`src/rtl/uart_wake_pkg.sv`:
```
package uart_wake_pkg;

  typedef enum logic [2:0] {
    ST_IDLE,
    ST_START,
    ST_DATA,
    ST_STOP,
    ST_HOLD,
    ST_SLEEP
  } rxState_t;

  // strobes from control to datapath, each one cycle wide
  typedef struct packed {
    logic shiftIn;   // take a data sample into the shift register
    logic loadChar;  // stop sample: publish byte and flags
    logic wakeHit;   // wake edge seen while armed
  } ctrlStrobes_t;

endpackage

```
`src/rtl/uart_wake_ctrl.sv`:
```
module uart_wake_ctrl
  import uart_wake_pkg::*;
#(
  parameter int OVERSAMPLE = 16,
  parameter int DATA_BITS  = 8
) (
  input  logic         clk,
  input  logic         rstN,
  input  logic         sampleTick,
  input  logic         rxSync,
  input  logic         rxFall,
  input  logic         wakeEn,
  output ctrlStrobes_t strb
);

  localparam int CNT_W = $clog2(OVERSAMPLE);
  localparam int IDX_W = $clog2(DATA_BITS);
  localparam logic [CNT_W-1:0] MID_CNT  = CNT_W'(OVERSAMPLE / 2 - 1);
  localparam logic [CNT_W-1:0] LAST_CNT = CNT_W'(OVERSAMPLE - 1);
  localparam logic [IDX_W-1:0] LAST_IDX = IDX_W'(DATA_BITS - 1);

  rxState_t         state, stateNext;
  logic [CNT_W-1:0] tickCnt, tickCntNext;
  logic [IDX_W-1:0] bitIdx, bitIdxNext;

  always_ff @(posedge clk or negedge rstN) begin
    if (!rstN) begin
      state   <= ST_IDLE;
      tickCnt <= '0;
      bitIdx  <= '0;
    end else begin
      state   <= stateNext;
      tickCnt <= tickCntNext;
      bitIdx  <= bitIdxNext;
    end
  end

  always_comb begin
    stateNext   = state;
    tickCntNext = tickCnt;
    bitIdxNext  = bitIdx;
    strb        = '0;
    if (wakeEn && state != ST_SLEEP) begin
      // arming the wake mode abandons any character in progress
      stateNext   = ST_SLEEP;
      tickCntNext = '0;
      bitIdxNext  = '0;
    end else begin
      unique case (state)
        ST_SLEEP: begin
          if (!wakeEn) begin
            stateNext = ST_HOLD;
          end else if (rxFall) begin
            strb.wakeHit = 1'b1;
            stateNext    = ST_HOLD;
          end
        end
        ST_IDLE: begin
          if (sampleTick && !rxSync) begin
            stateNext   = ST_START;
            tickCntNext = '0;
          end
        end
        ST_START: begin
          if (sampleTick) begin
            if (tickCnt == MID_CNT) begin
              tickCntNext = '0;
              bitIdxNext  = '0;
              stateNext   = rxSync ? ST_IDLE : ST_DATA;
            end else begin
              tickCntNext = tickCnt + 1'b1;
            end
          end
        end
        ST_DATA: begin
          if (sampleTick) begin
            if (tickCnt == LAST_CNT) begin
              strb.shiftIn = 1'b1;
              tickCntNext  = '0;
              if (bitIdx == LAST_IDX) stateNext = ST_STOP;
              else bitIdxNext = bitIdx + 1'b1;
            end else begin
              tickCntNext = tickCnt + 1'b1;
            end
          end
        end
        ST_STOP: begin
          if (sampleTick) begin
            if (tickCnt == LAST_CNT) begin
              strb.loadChar = 1'b1;
              tickCntNext   = '0;
              stateNext     = rxSync ? ST_IDLE : ST_HOLD;
            end else begin
              tickCntNext = tickCnt + 1'b1;
            end
          end
        end
        ST_HOLD: begin
          if (rxSync) stateNext = ST_IDLE;
        end
        default: stateNext = ST_IDLE;
      endcase
    end
  end

endmodule

```
`src/rtl/uart_wake_dp.sv`:
```
module uart_wake_dp
  import uart_wake_pkg::*;
#(
  parameter int DATA_BITS = 8
) (
  input  logic                 clk,
  input  logic                 rstN,
  input  logic                 rxIn,
  input  ctrlStrobes_t         strb,
  input  logic                 wakeSet,
  input  logic                 dataRead,
  output logic                 rxSync,
  output logic                 rxFall,
  output logic [DATA_BITS-1:0] rxData,
  output logic                 rxReady,
  output logic                 frameErr,
  output logic                 breakDet,
  output logic                 wakeEn
);

  logic [1:0]           syncReg;
  logic                 rxPrev;
  logic [DATA_BITS-1:0] shiftReg;

  assign rxSync = syncReg[1];
  assign rxFall = rxPrev & ~rxSync;

  // two-flop synchroniser plus edge history, idle level high
  always_ff @(posedge clk or negedge rstN) begin
    if (!rstN) begin
      syncReg <= 2'b11;
      rxPrev  <= 1'b1;
    end else begin
      syncReg <= {syncReg[0], rxIn};
      rxPrev  <= rxSync;
    end
  end

  // first bit received ends up at bit 0
  always_ff @(posedge clk or negedge rstN) begin
    if (!rstN) shiftReg <= '0;
    else if (strb.shiftIn) shiftReg <= {rxSync, shiftReg[DATA_BITS-1:1]};
  end

  always_ff @(posedge clk or negedge rstN) begin
    if (!rstN) begin
      rxData   <= '0;
      frameErr <= 1'b0;
    end else if (strb.loadChar) begin
      rxData   <= shiftReg;
      frameErr <= ~rxSync;
    end
  end

  always_ff @(posedge clk or negedge rstN) begin
    if (!rstN) breakDet <= 1'b0;
    else if (strb.loadChar) breakDet <= ~rxSync && (shiftReg == '0);
    else if (dataRead) breakDet <= 1'b0;
  end

  always_ff @(posedge clk or negedge rstN) begin
    if (!rstN) rxReady <= 1'b0;
    else if (strb.loadChar || strb.wakeHit) rxReady <= 1'b1;
    else if (dataRead) rxReady <= 1'b0;
  end

  always_ff @(posedge clk or negedge rstN) begin
    if (!rstN) wakeEn <= 1'b0;
    else if (wakeSet) wakeEn <= 1'b1;
    else if (strb.wakeHit) wakeEn <= 1'b0;
  end

endmodule

```
`src/rtl/uart_wake_rx.sv`:
```
module uart_wake_rx
  import uart_wake_pkg::*;
#(
  parameter int OVERSAMPLE = 16,
  parameter int DATA_BITS  = 8
) (
  input  logic                 clk,
  input  logic                 rstN,
  input  logic                 rxIn,
  input  logic                 sampleTick,
  input  logic                 wakeSet,
  input  logic                 dataRead,
  output logic [DATA_BITS-1:0] rxData,
  output logic                 rxReady,
  output logic                 frameErr,
  output logic                 breakDet,
  output logic                 wakeEn
);

  ctrlStrobes_t strb;
  logic         rxSync;
  logic         rxFall;

  uart_wake_ctrl #(
    .OVERSAMPLE(OVERSAMPLE),
    .DATA_BITS (DATA_BITS)
  ) i_ctrl (
    .clk       (clk),
    .rstN      (rstN),
    .sampleTick(sampleTick),
    .rxSync    (rxSync),
    .rxFall    (rxFall),
    .wakeEn    (wakeEn),
    .strb      (strb)
  );

  uart_wake_dp #(
    .DATA_BITS(DATA_BITS)
  ) i_dp (
    .clk     (clk),
    .rstN    (rstN),
    .rxIn    (rxIn),
    .strb    (strb),
    .wakeSet (wakeSet),
    .dataRead(dataRead),
    .rxSync  (rxSync),
    .rxFall  (rxFall),
    .rxData  (rxData),
    .rxReady (rxReady),
    .frameErr(frameErr),
    .breakDet(breakDet),
    .wakeEn  (wakeEn)
  );

endmodule

```
`config.mk`:
```
export PLATFORM = sky130hd
export DESIGN_NAME = uart_wake_rx
export DESIGN_NICKNAME = d
export VERILOG_FILES = /design/src/rtl/uart_wake_pkg.sv /design/src/rtl/uart_wake_ctrl.sv /design/src/rtl/uart_wake_dp.sv /design/src/rtl/uart_wake_rx.sv
export SDC_FILE = /design/constraint.sdc
export NUM_CORES = 1
export LEC_CHECK = 0
export BUFFER_PORTS_ARGS = -buffer_cell sky130_fd_sc_hd__buf_4
export CAP_MARGIN = 0
export CORE_ASPECT_RATIO = 1.1
export CORE_MARGIN = 2
export CORE_UTILIZATION = 25
export CTS_CLUSTER_DIAMETER = 200
export DETAILED_ROUTE_END_ITERATION = 8
export GPL_TIMING_DRIVEN = 0
export PLACE_DENSITY = 0.41
export SLEW_MARGIN = 20
export SYNTH_ARGS = -nofsm -noshare
export SYNTH_HDL_FRONTEND = slang
export SYNTH_HIERARCHICAL = 1
export SYNTH_SLANG_ARGS = --single-unit
```
`constraint.sdc`:
```
create_clock -name clk -period 4.4 [get_ports clk]
set_input_delay 0.88 -clock clk [delete_from_list [all_inputs] [get_ports clk]]
set_output_delay 0.88 -clock clk [all_outputs]
set_load 0.02 [all_outputs]
```
== Word level (Yosys, flattened, before mapping) ==
Cells that the tools add are included.

* Multiplexer cells: 42
* Multipliers: 0
* $add $sub $neg: 2
* Reduce and logical (&&, ||, !) cells: 16
* Shifts and indexed selects: 0
* $lt $le $gt $ge: 0
* Eq/ne operators: 21
* Bitwise gates (word level): 2
* Div/mod/pow operators: 0

{| class="wikitable"
|+ Operator list
! cell !! count
|-
| two-way mux 3 bit || 20
|-
| two-way mux 4 bit || 6
|-
| != test 3 x 1 -> 1 bit, second input constant || 7
|-
| one-hot mux 3 bit (6 select lines) || 1
|-
| two-way mux 1 bit || 12
|-
| != test 3 x 2 -> 1 bit, second input constant || 4
|-
| one-hot mux 4 bit (3 select lines) || 1
|-
| AND reduction 10 bit || 1
|-
| equality test 3 bit, second input constant || 3
|-
| zero test 8 bit || 1
|-
| equality test 3 x 2 -> 1 bit, second input constant || 2
|-
| one-hot mux 3 bit (2 select lines) || 1
|-
| AND reduction 6 bit || 1
|-
| nonzero test 2 bit || 3
|-
| adder 4 x 1 -> 4 bit, second input constant || 1
|-
| equality test 4 x 3 -> 1 bit, second input constant || 1
|-
| equality test 4 bit, second input constant || 1
|-
| != test 4 bit, second input constant || 1
|-
| AND reduction 4 bit || 1
|-
| nonzero test 4 bit || 1
|-
| adder 3 x 1 -> 3 bit, second input constant || 1
|-
| equality test 3 x 1 -> 1 bit, second input constant || 1
|-
| logical AND 1 bit || 3
|-
| zero test 3 bit || 1
|-
| 8 further kinds || 8
|}

* Logic and storage cells: 94
* Bits in latches: 0
* Input bits: 6
* Memory bits (read-only): 0
* Output and inout port bits: 12
* Register bits after elaboration: 33
* Memories: 0
* RAM bits: 0

== Depth between registers and ports, before layout ==
Gate-level depths: netlist of the first run.

* Depth in word-level cells: 8
* Depth in mapped cells: 8
* Depth with buffers taken out: 7

== Hierarchy ==
Netlist of the first run, hierarchy kept.

{| class="wikitable"
|+ By module, submodules not included
! module !! cells an instance !! area each (um^2) !! times used !! seq. area each (um^2)
|-
| uart_wake_dp || 56 || 887.1 || 1 || 579.3
|-
| uart_wake_ctrl || 94 || 860.8 || 1 || 250.2
|}

== Least setup slack after synthesis of the first run ==
Ideal clock, no wire load.

* Path type: register to register
* From: reg i_dp.wakeEn
* To: reg i_dp.rxData[0]
* Arrival time: 1.968 ns
* Required time: 4.275 ns
* Stages on the path, launching flop included: 6
* Path buffers: 2
* Setup slack: 2.307 ns
* Period minus slack after synthesis: 2.093 ns
* Setup time: 0.125 ns
* Path through: dfrtp_1 -> buf_2 -> or4b_4 -> nor2_1 -> buf_6 -> mux2_4

{| class="wikitable"
|+ RTL lines
! what !! line !! RTL
|-
| start, declared || uart_wake_dp.sv:18 || <nowiki>output logic wakeEn</nowiki>
|-
| start signal, assigned || uart_wake_dp.sv:68 || <nowiki>if (!rstN) wakeEn <= 1'b0;</nowiki>
|-
| start signal, assigned || uart_wake_dp.sv:69 || <nowiki>else if (wakeSet) wakeEn <= 1'b1;</nowiki>
|-
| start signal, assigned || uart_wake_dp.sv:70 || <nowiki>else if (strb.wakeHit) wakeEn <= 1'b0;</nowiki>
|-
| end signal, assigned || uart_wake_dp.sv:50 || <nowiki>rxData <= shiftReg;</nowiki>
|-
| end, declared || uart_wake_dp.sv:14 || <nowiki>output logic [DATA_BITS-1:0] rxData,</nowiki>
|}

==> impl_metrics.yaml, run 1 <==
grt:
  grt_first_pass_wirelength_um: 6370
  grt_util_all_layers_pct: 10.7
  grt_pass1_vias: 1268
  overflow: 0
  antenna_found_initial: 0
  grt_max_degree: 34
worst_setup_path:
  crit_path_top_delay_cell: "or4b_4"
  critPathMaxFanout: 10
  path_cells: "ha_1, nand2_1, or4b_4, nor2_1, buf_6, mux2_4"
  arrival_ns: 2.48
  worstSetupPathType: "reg2reg"
  required_ns: 4.57
  cpPeakStageDelay_ns: 0.53
  cp-end-kind: "flip-flop"
  cp-start-kind: "flip-flop"
clock_tree:
  ctsHoldBuffers: 0
  postCtsSetupBuffers: 0
  cts.sinks: 33
  cts_resized: 0
  path_clk_slew_ns: 0.07
  clk_latency_ns: 0.29
  cts_buffers: 5
  clockRootBuffer: "clkbuf_8"
  cts_tree: "yes"
  htree_levels: 2
  cts_max_path_buffers: 2
placement:
  dp_hpwl_um: 2690
  dp_slack_ns: 2.12
  place_congestion: 0.825
  port_buffers: 17
floorplan:
  io_pins: 18
  core_sq_mm: 0.00667
  die_h_um: 91.7
  die_x_um: 83.7
  initial_utilization_pct: 26.2
  dieArea_sq_mm: 0.00768
  rows: 31
sta:
  period_share_pct: 52.5
  max-slew-margin-rel_pct: 70.6
  setup_viol: 0
  holdWs_ns: 0.356
  grt_setup_unrepaired: "false"
  fin_ws_ns: 2.09
  finalSetupTns_ns: 0
  finalMaxSlewViolations: 0
  worst_slew_pin_slew_ns: 0.440
  period_needed_ns: 2.31
  max_freq_ghz: 0.433
  finClkSkew_ns: 0.00419
  hold_violations: 0
final_layout:
  final_cell_mix: "30 x dfrtp_1, 18 x buf_4, 12 x nor2_1, 10 x mux2_2, 9 x nand2_1"
  final_common_cell: "dfrtp_1"
  final_util_pct: 31.2
  area_growth_pct: 19.1
  fin_nets: 183
  n_antenna_cell: 0
  drive_above_1_share_pct: 36.8
synthesis:
  synth_warnings: 6
  synth_cell_types: 53
  syn_area_sq_mm: 0.00175
  synth_edf_count: 0
  netlist_instances: 150
  ys_seq_area_share_pct: 47.5
  synth_top_flop_cell: "dfrtp_1"
  yosys_register_bits: 33
  syn_avg_cell_area_sq_um: 11.7
  ys_async_sr_fraction_pct: 100
  syn_nets: 159
outcome:
  outcome: "finished, final reports clean"
route:
  firstDrtPassIters: 4
  drt-total-wl_um: 3860
  drc_errors: 0
  postRouteAntennaNets: 0
  vias: 1209
  first_iter_violations: 59
  wl_per_cell_um: 15.1
  vias_per_cell: 4.72
pwr:
  peakVddDrop_mv: 0.191
  power.density_mw_per_mm2: 378
  p_leak_nw: 0.944
  total_power_uw: 786
run:
  drv_cap: 0
hold_path:
  hp-class: "reg2reg"
layer usage:
layer  routed length [um]  track usage (%)  share of wire, %
met1                 1770             13.0                46
met2                 1850             17.3                48
met3                  159             3.60               4.1
met4                   77             4.70               2.0
met5                    0                0                 0
per-stage QoR:
step	area, sq um	std cells
6_report	2080	256
5_1_grt	2080	256
4_1_cts	2080	256
3_5_place_dp	1980	249
3_3_place_gp	1980	249
2_1_floorplan	1750	150
cells in the mapped netlist (2+ instances only):
master     n  area share (%)
nand3_1    3            0.86
ha_1       3             2.1
nand2b_1   2            0.72
nor2_1    12             2.6
inv_1      6             1.3
o21ai_0    5             1.4
a21o_1     2            0.86
dfrtp_1   30              43
nor3_1     4             1.1
nand2_1    9             1.9
nor2b_1    3             1.1
a21oi_1    2            0.57
nand4_1    2            0.72
o211ai_1   2            0.86
a22o_1     2             1.0
mux2i_1    3             1.7
dfstp_2    3             4.5
buf_6      4             2.6
mux2_2    10             6.4
buf_2      3            0.86
mux2_4     7             6.0
or2_2      2            0.72
report_power, final:
group | total [mW] | switching, mW | internal (mW)
clock network | 0.278 | 0.114 | 0.165
logic | 0.180 | 0.103 | 0.0772
registers | 0.328 | 0.0124 | 0.316
total | 0.786 | 0.229 | 0.557
layout make-up:
class	instances	area (sq um)
fill	698	4590
clock buffer	5	68.8
sequential	33	830
inverter	6	22.5
multi-input combinational	103	828
clock inverter	2	35.0
timing repair buffer	17	128
buffer	8	67.6
tap	82	103
worst paths after layout:
kind,cells past startpoint,slack [ns],endpoint,from
max in group asynchronous,1,3.52,i_dp/rxPrev,rstN
setup reg to reg,6,2.09,i_dp/rxData[3],i_ctrl/tickCnt[0]
hold / removal,0,0.36,i_dp/syncReg[1],i_dp/syncReg[0]
setup / recovery,6,2.09,i_dp/rxData[3],i_ctrl/tickCnt[0]
hold reg to reg,0,0.36,i_dp/syncReg[1],i_dp/syncReg[0]
min in group asynchronous,1,0.52,i_ctrl/state[1],rstN
worst max-delay path: cells and delay by family, from the launching register on:
family / cells / cell delay, ns
mux: 1 / 0.31
buf+inv: 1 / 0.22
flops: 1 / 0.40
fa+ha+maj: 1 / 0.27
simple gates: 3 / 0.98
flip-flops by register name, summed over array words and instances (netlist names):
register        cells
i_ctrl/bitIdx       3
i_ctrl/state        3
i_ctrl/tickCnt      4
i_dp/breakDet       1
i_dp/frameErr       1
i_dp/rxData         8
i_dp/rxPrev         1
i_dp/rxReady        1
i_dp/shiftReg       8
i_dp/syncReg        2
i_dp/wakeEn         1
cell families (layout without fill, tap and decap cells):
family | count (synthesis) | after routing | synth area share [%]
and+or+nand+nor | 49 | 49 | 16.5
buffers and inverters | 14 | 38 | 5.15
xor gates and xnor gates | 1 | 1 | 0.501
AOI/OAI and AO/OA | 29 | 29 | 13.4
adders and majority gates | 3 | 3 | 2.15
DFF | 33 | 33 | 47.5
muxes | 21 | 21 | 14.8
Note: power is estimated with default switching activity, not from simulation.
==> run 2, diff against run 1 <==
Settings changed: ABC_AREA set to 1.
Clock period 4.4 ns to 2.3 ns, I/O delays scaled along.
==> run 2 against run 1 <==
  * Power grew 130%
  * Combinational power grew to 3.0 times the previous value
  * Design area grew 0.18%
  * Clock power grew 110%
  * Sequential power grew 110%
  * Non-clock buffer count shrank 5
  * Global-route usage grew 0.64 points
  * Clock-buffer cell count grew 1
  * Critical endpoint is now i_dp/shiftReg[7]
  * Highest routed layer unchanged
==> impl_metrics.yaml, run 2 <==
worst_setup_path:
  r2r.worst_path.cells: 6
  critPathMaxFanout: 6
  cp_common_cell: "nor2_1"
  cp-start-kind: "flip-flop"
  cp-end-kind: "flip-flop"
  crit_family: "simple AND/OR/NAND/NOR gates"
  cpPeakStageDelay_ns: 0.43
  critPathBufInv: 0
  arrival_ns: 2.14
  crit_path_top_delay_cell: "dfrtp_1"
  reg2reg_to: "i_dp/shiftReg[7]"
  path_cells: "ha_1, nand3_1, nor2_1, nand2_1, nor2_1, mux2_2"
  regToRegStartpoint: "i_ctrl/tickCnt[0]"
  worstSetupPathType: "reg2reg"
  required_ns: 2.48
  regToRegSetupSlack_ns: 0.35
pwr:
  p_leak_nw: 1.08
  switchingPower_uw: 663
  power.density_mw_per_mm2: 869
  peakVddDrop_mv: 0.315
  seq_power_share_pct: 37.2
  power.share.combinational_pct: 30.1
  p_sw_share_pct: 36.6
  clkPwrFrac_pct: 32.7
  intPower_mw: 1.15
floorplan:
  initial_utilization_pct: 26.1
  core_sq_mm: 0.00663
  rows: 31
  die_x_um: 83.3
  dieArea_sq_mm: 0.00760
  die_h_um: 91.3
  io_pins: 18
outcome:
  outcome: "finished, final reports clean"
hold_path:
  hp-class: "in2async"
synthesis:
  syn_nets: 222
  synth_most_common_cell: "nand2_1"
  synth_top_area_share_pct: 43.4
  netlist_instances: 213
  synth_mux_area_share_pct: 0.651
  syn_area_sq_mm: 0.00173
  synthXorXnorAreaFrac_pct: 0.506
  synth_top_family_by_area: "simple AND/OR/NAND/NOR gates"
  synth.area.top_cells: "dfrtp_1 43%, nand2_1 13%, o21ai_0 4.9%"
  synth_fa_ha_area_share_pct: 2.17
  syn_avg_cell_area_sq_um: 8.12
  ys_async_sr_fraction_pct: 100
  synth_edf_count: 0
  yosys_register_bits: 33
  synth_compound_area_share_pct: 8.75
  synth_warnings: 6
  synth_common_cells: "61 x nand2_1, 30 x dfrtp_1, 21 x inv_1"
  yosysTopAreaCell: "dfrtp_1"
  synth_top_flop_cell: "dfrtp_1"
  synth-simple-area-share_pct: 32.4
  synth_cell_types: 27
  ys_seq_area_share_pct: 47.9
sta:
  grt_setup_unrepaired: "false"
  period_share_pct: 85.0
  max_freq_ghz: 0.512
  worst_slew_pin_slew_ns: 0.446
  finalMaxSlewViolations: 0
  max-slew-margin-rel_pct: 70.3
  setup_viol: 0
  finalSetupTns_ns: 0
  period_needed_ns: 1.95
  hold_violations: 0
  finClkSkew_ns: 0.00851
route:
  drt-total-wl_um: 3890
  vias: 1413
  wl_per_cell_um: 12.2
  firstDrtPassIters: 4
  vias_per_cell: 4.42
  first_iter_violations: 73
  postRouteAntennaNets: 0
  drc_errors: 0
run:
  drv_cap: 0
clock_tree:
  cts_tree: "yes"
  cts_resized: 0
  cts.sinks: 33
  cts_max_path_buffers: 2
  ctsHoldBuffers: 0
  path_clk_slew_ns: 0.08
  clk_latency_ns: 0.29
  postCtsSetupBuffers: 0
  clockRootBuffer: "clkbuf_8"
  htree_levels: 2
  cts_buffers: 5
placement:
  port_buffers: 17
  detailed_place.area_sq_mm: 0.00196
  place_congestion: 0.851
  dp_hpwl_um: 2740
grt:
  grt_util_all_layers_pct: 11.4
  grt_max_degree: 34
  grt_pass1_vias: 1457
  grt_first_pass_wirelength_um: 6850
  antenna_found_initial: 0
  overflow: 0
final_layout:
  reg_top3: "i_dp/rxData: 8 flops, i_dp/shiftReg: 8 flops, i_ctrl/tickCnt: 4 flops"
  area_growth_pct: 20.5
  final_cell_mix: "61 x nand2_1, 30 x dfrtp_1, 21 x inv_1, 20 x nor2_1, 18 x buf_4"
  final_area_sq_mm: 0.00209
  final_common_cell: "nand2_1"
  fin_nets: 246
  drive_above_1_share_pct: 23.5
  n_antenna_cell: 0
## run 2: cell types whose count changed after synthesis, moves of 6 or more
cell	change
mux2_4	-7
inv_1	+15
inv_2	+6
nand3_1	+13
mux2_2	-9
o21ai_0	+12
nor2_1	+8
nand2_1	+52
## run 2: logic make-up after synthesis
group / after synthesis
fa+ha+maj: 3
buf+inv: 30
xor+xnor: 1
simple gates: 119
flops: 33
mux: 1
compound gates: 26
## run 2: per-stage QoR
step | cells | power [mW] | utilization, % | setup slack (ns) | hold WS (ns)
final | 320 | 1.81 | 31.4 | 0.346 | 0.109
after detailed placement | 312 | 1.23 | 29.6 | 0.260 | 0.349
after global placement | 312 | 1.24 | 29.6 | 0.280 | 0.346
after floorplan | 213 | 1.10 | - | 0.624 | 0.164
after global routing | 320 | 1.94 | 31.4 | 0.107 | 0.147
after CTS | 320 | 1.84 | 31.4 | 0.253 | 0.119
## run 2: worst reg2reg max path, delay by kind of cell, from the launching register on
kind	cells	cell delay (ns)
flip-flops	1	0.43
multiplexers	1	0.38
adder cells (fa/ha/maj)	1	0.23
AND/OR/NAND/NOR	4	0.80
## run 2: how the worst max path moves through the flow
stage,start,to,slack [ns],depth (start not counted)
finish,i_ctrl/tickCnt[0],i_dp/shiftReg[7],0.35,6
floorplan,i_ctrl/tickCnt[0],i_dp/rxData[0],0.62,9
CTS,i_ctrl/tickCnt[0],i_dp/rxData[0],0.25,9
detailed placement,i_ctrl/tickCnt[0],i_dp/rxData[0],0.26,9
global placement,i_ctrl/tickCnt[0],i_dp/rxData[2],0.28,9
global route,i_ctrl/tickCnt[0],i_dp/shiftReg[7],0.11,6
## run 2: routing by layer
layer | GRT usage [%] | wire [um]
met3 | 2.55 | 158
met1 | 14.2 | 1820
met4 | 4.51 | 72
met5 | 0 | 0
met2 | 19.0 | 1840
## run 2: layout make-up
type                            count  area, sq um
Buffer                              3         30.0
Timing Repair Buffer               17          128
Sequential cell                    33          830
Tap cell                           82          103
Inverter                           27          101
Clock buffer                        6         82.6
Multi-Input combinational cell    150          774
Clock inverter                      2         37.5
Fill cell                         708         4550
## run 2: power groups by stage
stage	Clock [mW]	Combinational, mW	Sequential (mW)
after global placement	0	0.554	0.688
final	0.593	0.545	0.674
after CTS	0.615	0.550	0.674
after global routing	0.636	0.624	0.683
after detailed placement	0	0.549	0.685
after floorplan	0	0.416	0.682
